[src/rtl/alu8_pkg.sv]
package alu8_pkg;
  typedef enum logic [4:0] {
    OP_ADD = 5'd0,  OP_ADC = 5'd1,  OP_SUB = 5'd2,  OP_SBB = 5'd3,
    OP_CMP = 5'd4,  OP_AND = 5'd5,  OP_OR  = 5'd6,  OP_XOR = 5'd7,
    OP_RLC = 5'd8,  OP_RRC = 5'd9,  OP_RAL = 5'd10, OP_RAR = 5'd11,
    OP_CMA = 5'd12, OP_CMC = 5'd13, OP_STC = 5'd14, OP_INR = 5'd15,
    OP_DCR = 5'd16, OP_DAD = 5'd17
  } alu_op_e;

  typedef struct packed {
    logic s;
    logic z;
    logic ac;
    logic p;
    logic cy;
  } flags_t;
endpackage

[src/rtl/alu8_addsub.sv]
module alu8_addsub #(
  parameter int W = 8
) (
  input  logic [W-1:0] x_i,
  input  logic [W-1:0] y_i,
  input  logic         cin_i,
  input  logic         sub_i,
  output logic [W-1:0] sum_o,
  output logic         cy_o,
  output logic         hc_o
);
  localparam int H = W / 2;

  logic [W-1:0] y_eff;
  logic         c_eff;
  logic [H:0]   lo;
  logic [W-H:0] hi;

  // subtract as x + ~y + ~borrow; carry outs invert into borrows
  assign y_eff = sub_i ? ~y_i : y_i;
  assign c_eff = sub_i ? ~cin_i : cin_i;
  assign lo    = {1'b0, x_i[H-1:0]} + {1'b0, y_eff[H-1:0]} + {{H{1'b0}}, c_eff};
  assign hi    = {1'b0, x_i[W-1:H]} + {1'b0, y_eff[W-1:H]} + {{(W-H){1'b0}}, lo[H]};
  assign sum_o = {hi[W-H-1:0], lo[H-1:0]};
  assign cy_o  = hi[W-H] ^ sub_i;
  assign hc_o  = lo[H] ^ sub_i;
endmodule

[src/rtl/alu8_logic.sv]
module alu8_logic
  import alu8_pkg::*;
#(
  parameter int W = 8
) (
  input  alu_op_e      op_i,
  input  logic [W-1:0] a_i,
  input  logic [W-1:0] b_i,
  input  logic         cy_i,
  output logic [W-1:0] res_o,
  output logic         cy_o
);
  always_comb begin
    res_o = '0;
    cy_o  = cy_i;
    case (op_i)
      OP_AND: res_o = a_i & b_i;
      OP_OR:  res_o = a_i | b_i;
      OP_XOR: res_o = a_i ^ b_i;
      OP_RLC: begin res_o = {a_i[W-2:0], a_i[W-1]}; cy_o = a_i[W-1]; end
      OP_RRC: begin res_o = {a_i[0], a_i[W-1:1]};   cy_o = a_i[0];   end
      OP_RAL: begin res_o = {a_i[W-2:0], cy_i};     cy_o = a_i[W-1]; end
      OP_RAR: begin res_o = {cy_i, a_i[W-1:1]};     cy_o = a_i[0];   end
      OP_CMA: res_o = ~a_i;
      default: res_o = '0;
    endcase
  end
endmodule

[src/rtl/alu8_flagreg.sv]
module alu8_flagreg
  import alu8_pkg::*;
(
  input  logic   clk_i,
  input  logic   rst_ni,
  input  logic   upd_i,
  input  flags_t nxt_i,
  output flags_t fl_o
);
  always_ff @(posedge clk_i or negedge rst_ni) begin
    if (!rst_ni)    fl_o <= '0;
    else if (upd_i) fl_o <= nxt_i;
  end


  flags_hold_chk: assert property (@(posedge clk_i) disable iff (!rst_ni)
    !upd_i |=> $stable(fl_o));
endmodule

[src/rtl/alu8_flags.sv]
module alu8_flags
  import alu8_pkg::*;
#(
  parameter int W = 8
) (
  input  logic           clk_i,
  input  logic           rst_ni,
  input  logic           op_valid_i,
  input  logic [4:0]     op_i,
  input  logic [W-1:0]   acc_i,
  input  logic [W-1:0]   opnd_i,
  input  logic [2*W-1:0] hl_i,
  input  logic [2*W-1:0] pair_i,
  output logic [W-1:0]   res_o,
  output logic           res_we_o,
  output logic [2*W-1:0] hl_o,
  output logic           hl_we_o,
  output logic [4:0]     flags_o
);
  localparam int PW = 2 * W;

  alu_op_e      op;
  flags_t       fl_q, fl_nxt;
  logic [W-1:0] ax, ay, ar, lr;
  logic         acin, asub, acy, ahc, lcy;
  logic [PW:0]  dad;

  assign op = alu_op_e'(op_i);

  always_comb begin
    ax = acc_i; ay = opnd_i; acin = 1'b0; asub = 1'b0;
    case (op)
      OP_ADC: acin = fl_q.cy;
      OP_SUB, OP_CMP: asub = 1'b1;
      OP_SBB: begin asub = 1'b1; acin = fl_q.cy; end
      OP_INR: begin ax = opnd_i; ay = '0; acin = 1'b1; end
      OP_DCR: begin ax = opnd_i; ay = {{(W-1){1'b0}}, 1'b1}; asub = 1'b1; end
      default: ;
    endcase
  end

  alu8_addsub #(.W(W)) u_addsub (
    .x_i(ax), .y_i(ay), .cin_i(acin), .sub_i(asub),
    .sum_o(ar), .cy_o(acy), .hc_o(ahc)
  );

  alu8_logic #(.W(W)) u_logic (
    .op_i(op), .a_i(acc_i), .b_i(opnd_i), .cy_i(fl_q.cy),
    .res_o(lr), .cy_o(lcy)
  );

  assign dad = {1'b0, hl_i} + {1'b0, pair_i};

  always_comb begin
    fl_nxt = fl_q;
    case (op)
      OP_ADD, OP_ADC, OP_SUB, OP_SBB, OP_CMP:
        fl_nxt = '{s: ar[W-1], z: (ar == '0), ac: ahc, p: ~^ar, cy: acy};
      OP_AND:
        fl_nxt = '{s: lr[W-1], z: (lr == '0), ac: 1'b1, p: ~^lr, cy: 1'b0};
      OP_OR, OP_XOR:
        fl_nxt = '{s: lr[W-1], z: (lr == '0), ac: 1'b0, p: ~^lr, cy: 1'b0};
      OP_RLC, OP_RRC, OP_RAL, OP_RAR: fl_nxt.cy = lcy;
      OP_CMC: fl_nxt.cy = ~fl_q.cy;
      OP_STC: fl_nxt.cy = 1'b1;
      OP_INR, OP_DCR:
        fl_nxt = '{s: ar[W-1], z: (ar == '0), ac: ahc, p: ~^ar, cy: fl_q.cy};
      OP_DAD: fl_nxt.cy = dad[PW];
      default: ;
    endcase
  end

  alu8_flagreg u_flagreg (
    .clk_i(clk_i), .rst_ni(rst_ni), .upd_i(op_valid_i),
    .nxt_i(fl_nxt), .fl_o(fl_q)
  );

  always_comb begin
    res_o    = '0;
    res_we_o = 1'b0;
    case (op)
      OP_ADD, OP_ADC, OP_SUB, OP_SBB, OP_INR, OP_DCR: begin
        res_o = ar; res_we_o = op_valid_i;
      end
      OP_CMP: res_o = ar;
      OP_AND, OP_OR, OP_XOR, OP_RLC, OP_RRC, OP_RAL, OP_RAR, OP_CMA: begin
        res_o = lr; res_we_o = op_valid_i;
      end
      default: ;
    endcase
  end

  assign hl_o    = dad[PW-1:0];
  assign hl_we_o = op_valid_i && (op == OP_DAD);
  assign flags_o = fl_q;


  cmp_order_chk: assert property (@(posedge clk_i) disable iff (!rst_ni)
    (op_valid_i && op == OP_CMP) |=>
      (fl_q.cy == ($past(acc_i) < $past(opnd_i))) &&
      (fl_q.z == ($past(acc_i) == $past(opnd_i))));


  and_ac_chk: assert property (@(posedge clk_i) disable iff (!rst_ni)
    (op_valid_i && op == OP_AND) |=> (fl_q.ac && !fl_q.cy));


  rot_keep_chk: assert property (@(posedge clk_i) disable iff (!rst_ni)
    (op_valid_i && (op == OP_RLC || op == OP_RRC || op == OP_RAL || op == OP_RAR)) |=>
      ($stable(fl_q.s) && $stable(fl_q.z) && $stable(fl_q.ac) && $stable(fl_q.p)));


  cma_keep_chk: assert property (@(posedge clk_i) disable iff (!rst_ni)
    (op_valid_i && op == OP_CMA) |=> $stable(fl_q));


  incdec_cy_chk: assert property (@(posedge clk_i) disable iff (!rst_ni)
    (op_valid_i && (op == OP_INR || op == OP_DCR)) |=> $stable(fl_q.cy));


  dad_keep_chk: assert property (@(posedge clk_i) disable iff (!rst_ni)
    (op_valid_i && op == OP_DAD) |=>
      ($stable(fl_q.s) && $stable(fl_q.z) && $stable(fl_q.ac) && $stable(fl_q.p)));


  dad_no_byte_chk: assert property (@(posedge clk_i) disable iff (!rst_ni)
    hl_we_o |-> !res_we_o);
endmodule

[config.mk]
export PLATFORM = sky130hd
export DESIGN_NAME = alu8_flags
export DESIGN_NICKNAME = d
export VERILOG_FILES = /design/src/rtl/alu8_pkg.sv /design/src/rtl/alu8_addsub.sv /design/src/rtl/alu8_logic.sv /design/src/rtl/alu8_flagreg.sv /design/src/rtl/alu8_flags.sv
export SDC_FILE = /design/constraint.sdc
export NUM_CORES = 1
export LEC_CHECK = 0
export BUFFER_PORTS_ARGS = -buffer_cell sky130_fd_sc_hd__buf_2
export CORE_ASPECT_RATIO = 1.75
export CORE_UTILIZATION = 58
export DETAILED_ROUTE_END_ITERATION = 10
export GPL_TIMING_DRIVEN = 0
export PLACE_DENSITY = 0.89
export SYNTH_ARGS = -nofsm -noshare
export SYNTH_HDL_FRONTEND = slang
export SYNTH_HIERARCHICAL = 1
export SYNTH_SLANG_ARGS = --single-unit
[constraint.sdc]
create_clock -name clk_i -period 12 [get_ports clk_i]
set_clock_uncertainty 0.2 [all_clocks]
set_input_delay 2.4 -clock clk_i [delete_from_list [all_inputs] [get_ports clk_i]]
set_output_delay 2.4 -clock clk_i [all_outputs]
set_load 0.1 [all_outputs]
==> results.py, run 1 <==
metrics = {
    "status": {
        "status": "finished clean",
    },
    "synthesis": {
        "synth_cell_type_count": 58,
        "ys_top_cells_by_count": "inv_1, ha_1, nand2_1, a21oi_1, xnor2_1",
        "ys_ff_latch": 5,
        "synth_cells": 400,
        "synth_edf_count": 0,
        "synth_warnings": 6,
        "synthFlopType": "dfrtp_1",
        "synth_async_sr_flop_share": 1.00,
        "synth_fp_nets": 507,
        "avgSynthCellArea_sq_um": 7.37,
        "synth_most_common_cell": "inv_1",
        "yosysTopAreaCell": "ha_1",
        "synth_area_sq_um": 2950,
        "ys_seq_area_frac": 0.0425,
        "yosysTopAreaCellShare": 0.195,
        "synthTopCellsByArea": "ha_1, inv_1, xnor2_1, nand2_1, a21oi_1",
    },
    "route": {
        "routed_via_density": 5.91,
        "drt-total-wl_mm": 7.97,
        "drc_errors": 0,
        "wl_per_cell_um": 14.7,
        "ant_nets": 0,
        "first_iter_violations": 138,
        "via_count": 3207,
        "drtPass1Iterations": 4,
    },
    "power": {
        "power_density_nw_per_um2": 122,
        "ir_drop_mv": 0.139,
        "p_leak_nw": 1.89,
    },
    "sta": {
        "setup_tns_ps": 0,
        "slew_headroom": 0.674,
        "fin_crit_sh": 0.748,
        "maxSlewViolCount": 0,
        "worst_pin_slew_ps": 492,
        "fmax_mhz": 111,
        "finalHoldViolCount": 0,
        "fin_crit_ps": 8980,
        "finalSetupViolCount": 0,
        "rsz0062_at_grt": "false",
    },
    "worst_setup_path": {
        "worstPathRequired_ps": 9400,
        "reg2reg_from": "u_flagreg/fl_o[0]",
        "crit_top_cell": "fa_1",
        "cpMaxStageDelayCell": "fa_1",
        "critPathBufInv": 5,
        "max_stage_delay_ps": 440,
        "worstSetupStartpointType": "primary input",
        "worstPathCellList": "buf_2 -> buf_2 -> nor2b_1 -> o21ai_0 -> a21oi_1 -> buf_4 -> xnor2_1 -> fa_1 -> fa_1 -> nand2b_1 -> o2bb2ai_1 -> fa_1 -> inv_1 -> fa_1 -> xor2_1 -> a22o_1 -> buf_2",
        "crit_path_start": "op_i[2]",
        "worstPathMaxFanout": 10,
        "path_class": "in2out",
        "arrival_ps": 6380,
        "cp_top_family": "adder cells",
        "worstSetupEndpointType": "output port",
    },
    "layout": {
        "fin_util": 0.706,
        "fillCellCount": 427,
        "regMostFlops": "u_flagreg/fl_o",
        "top_regs": "u_flagreg/fl_o (5)",
        "antenna-diode-count": 0,
        "synthToLayoutAreaGrowth_pct": 18.3,
        "drive_gt1_frac": 0.252,
        "largest_reg_flops": 5,
        "final_nets": 597,
    },
    "floorplan": {
        "rows": 34,
        "fp.dieH_um": 96.3,
        "initial_core_util": 0.597,
        "io_pins": 87,
        "fp.dieW_um": 55.9,
        "coreArea_sq_um": 4930,
        "die-area_sq_um": 5380,
    },
    "clock_network": {
        "cts_setup_buffers": 0,
        "cts-resized-gates": 0,
        "clkLatencyLatePin_ps": 210,
        "cts-root-buf": "clkbuf_8",
        "cts_tree": "yes",
        "clockBufferDepth": 2,
        "cts.sinks": 5,
        "cts_buffers": 3,
        "postCtsHoldBufs": 0,
        "clk_pin_slew_ps": 40,
        "htree_levels": 1,
    },
    "global_routing": {
        "grt_pass1_wl_mm": 12.7,
        "first_global_vias": 3025,
        "grt_usage": 0.285,
        "antenna_found_initial": 0,
        "grt.overflow.total": 0,
        "grt_start_max_net_pins": 14,
    },
    "place": {
        "dpl.hpwl_mm": 6.69,
        "port_buffers": 85,
        "gp_congestion": 0.941,
    },
    "min_path": {
        "holdCritStartpoint": "u_flagreg/fl_o[1]",
        "min_path_type": "reg2reg",
    },
    "job": {
        "maxCapViolCount": 0,
    },
}
==> kinds of logic (layout without fill, tap and decap cells) <==
family,after synthesis,after routing,share of synthesized area
AO/OA/AOI/OAI,111,111,0.266
XOR/XNOR,36,36,0.107
buffers and inverters,64,153,0.0909
AND/OR/NAND/NOR,116,116,0.204
flip-flops,5,5,0.0425
multiplexers,17,17,0.0599
adder cells (fa/ha/maj),51,51,0.229
==> placed cells by master, fill, tap and decap left out, types with 3 or more instances in the layout <==
cell and n:
nor2_2 3, clkbuf_1 4, o21ai_0 16, a22o_1 7, fa_1 5, nand2_1 45
xor2_1 16, nor2_1 14, a211o_1 5, ha_1 46, clkbuf_8 3, or3b_2 3
nor4_1 3, o32ai_1 8, mux2i_1 12, or2_2 3, and2_1 9, nand2b_1 4
and3_1 5, a31oi_1 3, buf_2 95, a21o_1 10, a211oi_1 6, a21oi_1 32
nand3_1 4, inv_1 48, dfrtp_1 5, mux2_2 5, a221oi_2 3, nor3_1 7
a221o_1 5, xnor2_1 20
==> per-stage QoR <==
stage / power, mW / area, sq um / cells / setup WS [ps] / hold slack (ps)
2_1_floorplan: 0.326 / 2950 / 400 / 3350 / 998
3_3_place_gp: 0.383 / 3440 / 539 / 3150 / 317
3_5_place_dp: 0.392 / 3440 / 539 / 3050 / 325
4_1_cts: 0.424 / 3480 / 543 / 3030 / 336
5_1_grt: 0.453 / 3480 / 543 / 2780 / 375
6_report: 0.425 / 3480 / 543 / 3020 / 336
==> metal layers <==
layer  share of wire  vias to the layer above  GRT usage
met2            0.55                      126      0.613
met4           0.050                        0      0.142
met3           0.039                       24    0.00403
met1            0.36                     1458      0.269
li1                -                     1599          -
met5               0                        -          0
==> cell type report <==
class,instances,area (sq um),area share
timing repair buffer,85,425,0.122
multi-input combinational,331,2550,0.733
sequential,5,125,0.0359
clock buffer,4,45.0,0.0129
tap,54,67.6,0.0194
inverter,48,180,0.0517
buffer,16,87.6,0.0251
==> power by group <==
group,leakage [nW],switching (mW),internal (mW),total [mW]
clock,0.0228,0.00801,0.0228,0.0308
combinational,1.81,0.263,0.101,0.364
sequential,0.0621,0.00746,0.0227,0.0302
==> final timing paths <==
check / end / slack [ps] / depth (start not counted)
min in group asynchronous: u_flagreg/fl_o[1] / 1790 / 1
setup / recovery: res_o[6] / 3020 / 17
hold reg to reg: u_flagreg/fl_o[1] / 340 / 1
setup reg to reg: u_flagreg/fl_o[0] / 7230 / 19
max in group asynchronous: u_flagreg/fl_o[0] / 9680 / 1
hold / removal: u_flagreg/fl_o[1] / 340 / 1
Note: power is estimated with default switching activity, not from simulation.
==> run 2: changes to the inputs <==
- ABC_AREA: unset -> 1
- CORE_UTILIZATION: 58 -> 50
- PLACE_DENSITY: 0.89 -> 0.81
- clock period: 12 -> 7.6 ns (I/O delays scaled with it)
==> results.py, run 2 <==
metrics = {
    "power": {
        "swShare": 0.663,
        "power_density_nw_per_um2": 162,
        "clkPwrFrac": 0.080,
        "p_seq_frac": 0.063,
        "internal_power_uw": 208,
        "p_leak_nw": 2.33,
        "ir_drop_mv": 0.197,
        "p_sw_uw": 409,
        "power_frac_comb": 0.857,
    },
    "place": {
        "port_buffers": 86,
        "gp_congestion": 0.925,
        "dpl-instance-area_sq_um": 3760,
        "dpl.hpwl_mm": 7.83,
    },
    "synthesis": {
        "synth_edf_count": 0,
        "synth_warnings": 6,
        "synth_cell_type_count": 42,
        "yosysTopAreaCell": "ha_1",
        "yosysTopAreaCellShare": 0.178,
        "synthXorXnorAreaFrac": 0.0677,
        "synth_compound_area_frac": 0.0991,
        "synth_top_family_by_area": "simple AND/OR/NAND/NOR gates",
        "avgSynthCellArea_sq_um": 5.86,
        "post_synth_fa_ha_maj_area_fraction": 0.209,
        "synthMuxAreaShare": 0,
        "synth_cells": 552,
        "synth_fp_nets": 659,
        "synthFlopType": "dfrtp_1",
        "ys_ff_latch": 5,
        "synth_area_sq_um": 3230,
        "ys_top_cells_by_count": "nand2_1, inv_1, nor2_1, nand3_1, ha_1",
        "synthTopCellsByArea": "ha_1, nand2_1, inv_1, nand3_1, nor2_1",
        "synth_async_sr_flop_share": 1.00,
        "synth_most_common_cell": "nand2_1",
        "ys_seq_area_frac": 0.0387,
        "synth_simple_gate_area_frac": 0.435,
    },
    "layout": {
        "regMostFlops": "u_flagreg/fl_o",
        "top_regs": "u_flagreg/fl_o (5)",
        "antenna-diode-count": 0,
        "fin_area_sq_um": 3810,
        "final_nets": 750,
        "final_common_cell": "nand2_1",
        "drive_gt1_frac": 0.207,
        "synthToLayoutAreaGrowth_pct": 17.8,
        "layout_common_cells": "nand2_1, inv_1, buf_2",
        "largest_reg_flops": 5,
    },
    "worst_setup_path": {
        "reg2reg_from": "u_flagreg/fl_o[0]",
        "worstPathCellList": "buf_2 -> nor2_1 -> nand2_1 -> nor2_2 -> inv_1 -> o221ai_1 -> buf_6 -> xnor2_1 -> fa_1 -> fa_1 -> inv_1 -> nand2_1 -> nand2_1 -> nand2_2 -> fa_1 -> inv_1 -> fa_1 -> xor2_1 -> inv_1 -> o22ai_1 -> buf_2",
        "path_class": "in2out",
        "worstPathMaxFanout": 10,
        "cpMaxStageDelayCell": "fa_1",
        "crit_path_start": "op_i[1]",
        "worstPathRequired_ps": 5880,
        "r2r_setup_slack_ps": 3290,
        "r2r_end": "u_flagreg/fl_o[1]",
        "reg2reg_depth": 21,
        "worstSetupEndpointType": "output port",
        "max_stage_delay_ps": 450,
        "worstSetupStartpointType": "primary input",
        "arrival_ps": 5490,
    },
    "global_routing": {
        "grt_start_max_net_pins": 11,
        "antenna_found_initial": 0,
        "grt_usage": 0.270,
        "first_global_vias": 3641,
        "grt.overflow.total": 0,
        "grt_pass1_wl_mm": 14.9,
    },
    "clock_network": {
        "clk_pin_slew_ps": 40,
        "cts.sinks": 5,
        "htree_levels": 1,
        "cts_buffers": 3,
        "cts-resized-gates": 0,
        "cts_tree": "yes",
        "clockBufferDepth": 2,
        "cts_setup_buffers": 0,
        "postCtsHoldBufs": 0,
        "clkLatencyLatePin_ps": 220,
        "cts-root-buf": "clkbuf_8",
    },
    "floorplan": {
        "fp.dieW_um": 62.8,
        "initial_core_util": 0.519,
        "rows": 38,
        "coreArea_sq_um": 6230,
        "die-area_sq_um": 6800,
        "fp.dieH_um": 108,
        "io_pins": 87,
    },
    "route": {
        "first_iter_violations": 151,
        "routed_via_density": 5.21,
        "drt-total-wl_mm": 9.04,
        "drtPass1Iterations": 4,
        "wl_per_cell_um": 12.5,
        "via_count": 3765,
        "drc_errors": 0,
        "ant_nets": 0,
    },
    "sta": {
        "fin_crit_ps": 7210,
        "setup_tns_ps": 0,
        "slew_headroom": 0.674,
        "fmax_mhz": 139,
        "worst_pin_slew_ps": 493,
        "rsz0062_at_grt": "false",
        "finalSetupViolCount": 0,
        "fin_crit_sh": 0.948,
        "maxSlewViolCount": 0,
        "finalHoldViolCount": 0,
    },
    "min_path": {
        "min_path_cells": 2,
        "holdCritStartpoint": "u_flagreg/fl_o[4]",
        "min_path_type": "reg2reg",
        "min_to": "u_flagreg/fl_o[4]",
    },
    "job": {
        "maxCapViolCount": 0,
    },
    "status": {
        "status": "finished clean",
    },
}
==> run 2: changes by cell type after synthesis, sizes merged, moves of 15 or more <==
cell / delta
nand2: +113
inv: +60
nand3: +53
nor2: +48
a21oi: -15
nand4: +15
==> run 2: final cells by class <==
cell class | count | area, sq um
clock buffer | 4 | 45.0
multi-input combinational | 431 | 2620
tap | 80 | 100
fill | 598 | 2420
timing repair buffer | 86 | 430
buffer | 7 | 76.3
inverter | 109 | 412
sequential | 5 | 125
==> run 2: worst max path at each step <==
stage                     to  slack (ps)  cells past startpoint
global route        res_o[6]         120                     21
detailed placement  res_o[6]         420                     21
CTS                 res_o[6]         400                     21
finish              res_o[6]         390                     21
floorplan           res_o[6]          10                     19
global placement    res_o[6]         490                     21
==> run 2: power groups by stage <==
stage / combinational, mW / sequential, mW / clock, mW
3_5_place_dp: 0.529 / 0.0392 / 0
3_3_place_gp: 0.517 / 0.0390 / 0
6_report: 0.528 / 0.0391 / 0.0493
4_1_cts: 0.530 / 0.0389 / 0.0502
2_1_floorplan: 0.387 / 0.0796 / 0
5_1_grt: 0.573 / 0.0396 / 0.0524
==> run 2: kinds of logic after synthesis <==
kind of cell / Yosys count
adders and majority gates: 51
AOI/OAI and AO/OA: 49
DFF: 5
buffers and inverters: 116
and+or+nand+nor: 306
xor gates and xnor gates: 25
==> run 2: worst max-delay path, delay by kind of cell <==
kind / cells / cell delay, ps
fa+ha+maj: 4 / 1430
buf+inv: 7 / 1240
simple gates: 6 / 720
compound gates: 2 / 310
xor+xnor: 2 / 260
==> run 2: metal layers <==
| layer | GRT usage | vias to the layer above | part of all wire |
|---|---|---|---|
| met5 | 0 | - | 0 |
| met4 | 0.146 | 0 | 0.046 |
| met3 | 0.00844 | 24 | 0.033 |
| met2 | 0.571 | 114 | 0.56 |
| met1 | 0.251 | 1688 | 0.36 |
| li1 | - | 1939 | - |
==> run 2: stage by stage <==
| stage | power (mW) | hold WS, ps | util | instances | setup WS, ps |
|---|---|---|---|---|---|
| after floorplan | 0.467 | 783 | - | 552 | 12.3 |
| after global routing | 0.665 | 308 | 0.611 | 722 | 115 |
| final | 0.617 | 292 | 0.611 | 722 | 391 |
| after CTS | 0.619 | 298 | 0.611 | 722 | 403 |
| after global placement | 0.556 | 284 | 0.604 | 718 | 495 |
| after detailed placement | 0.568 | 289 | 0.604 | 718 | 416 |
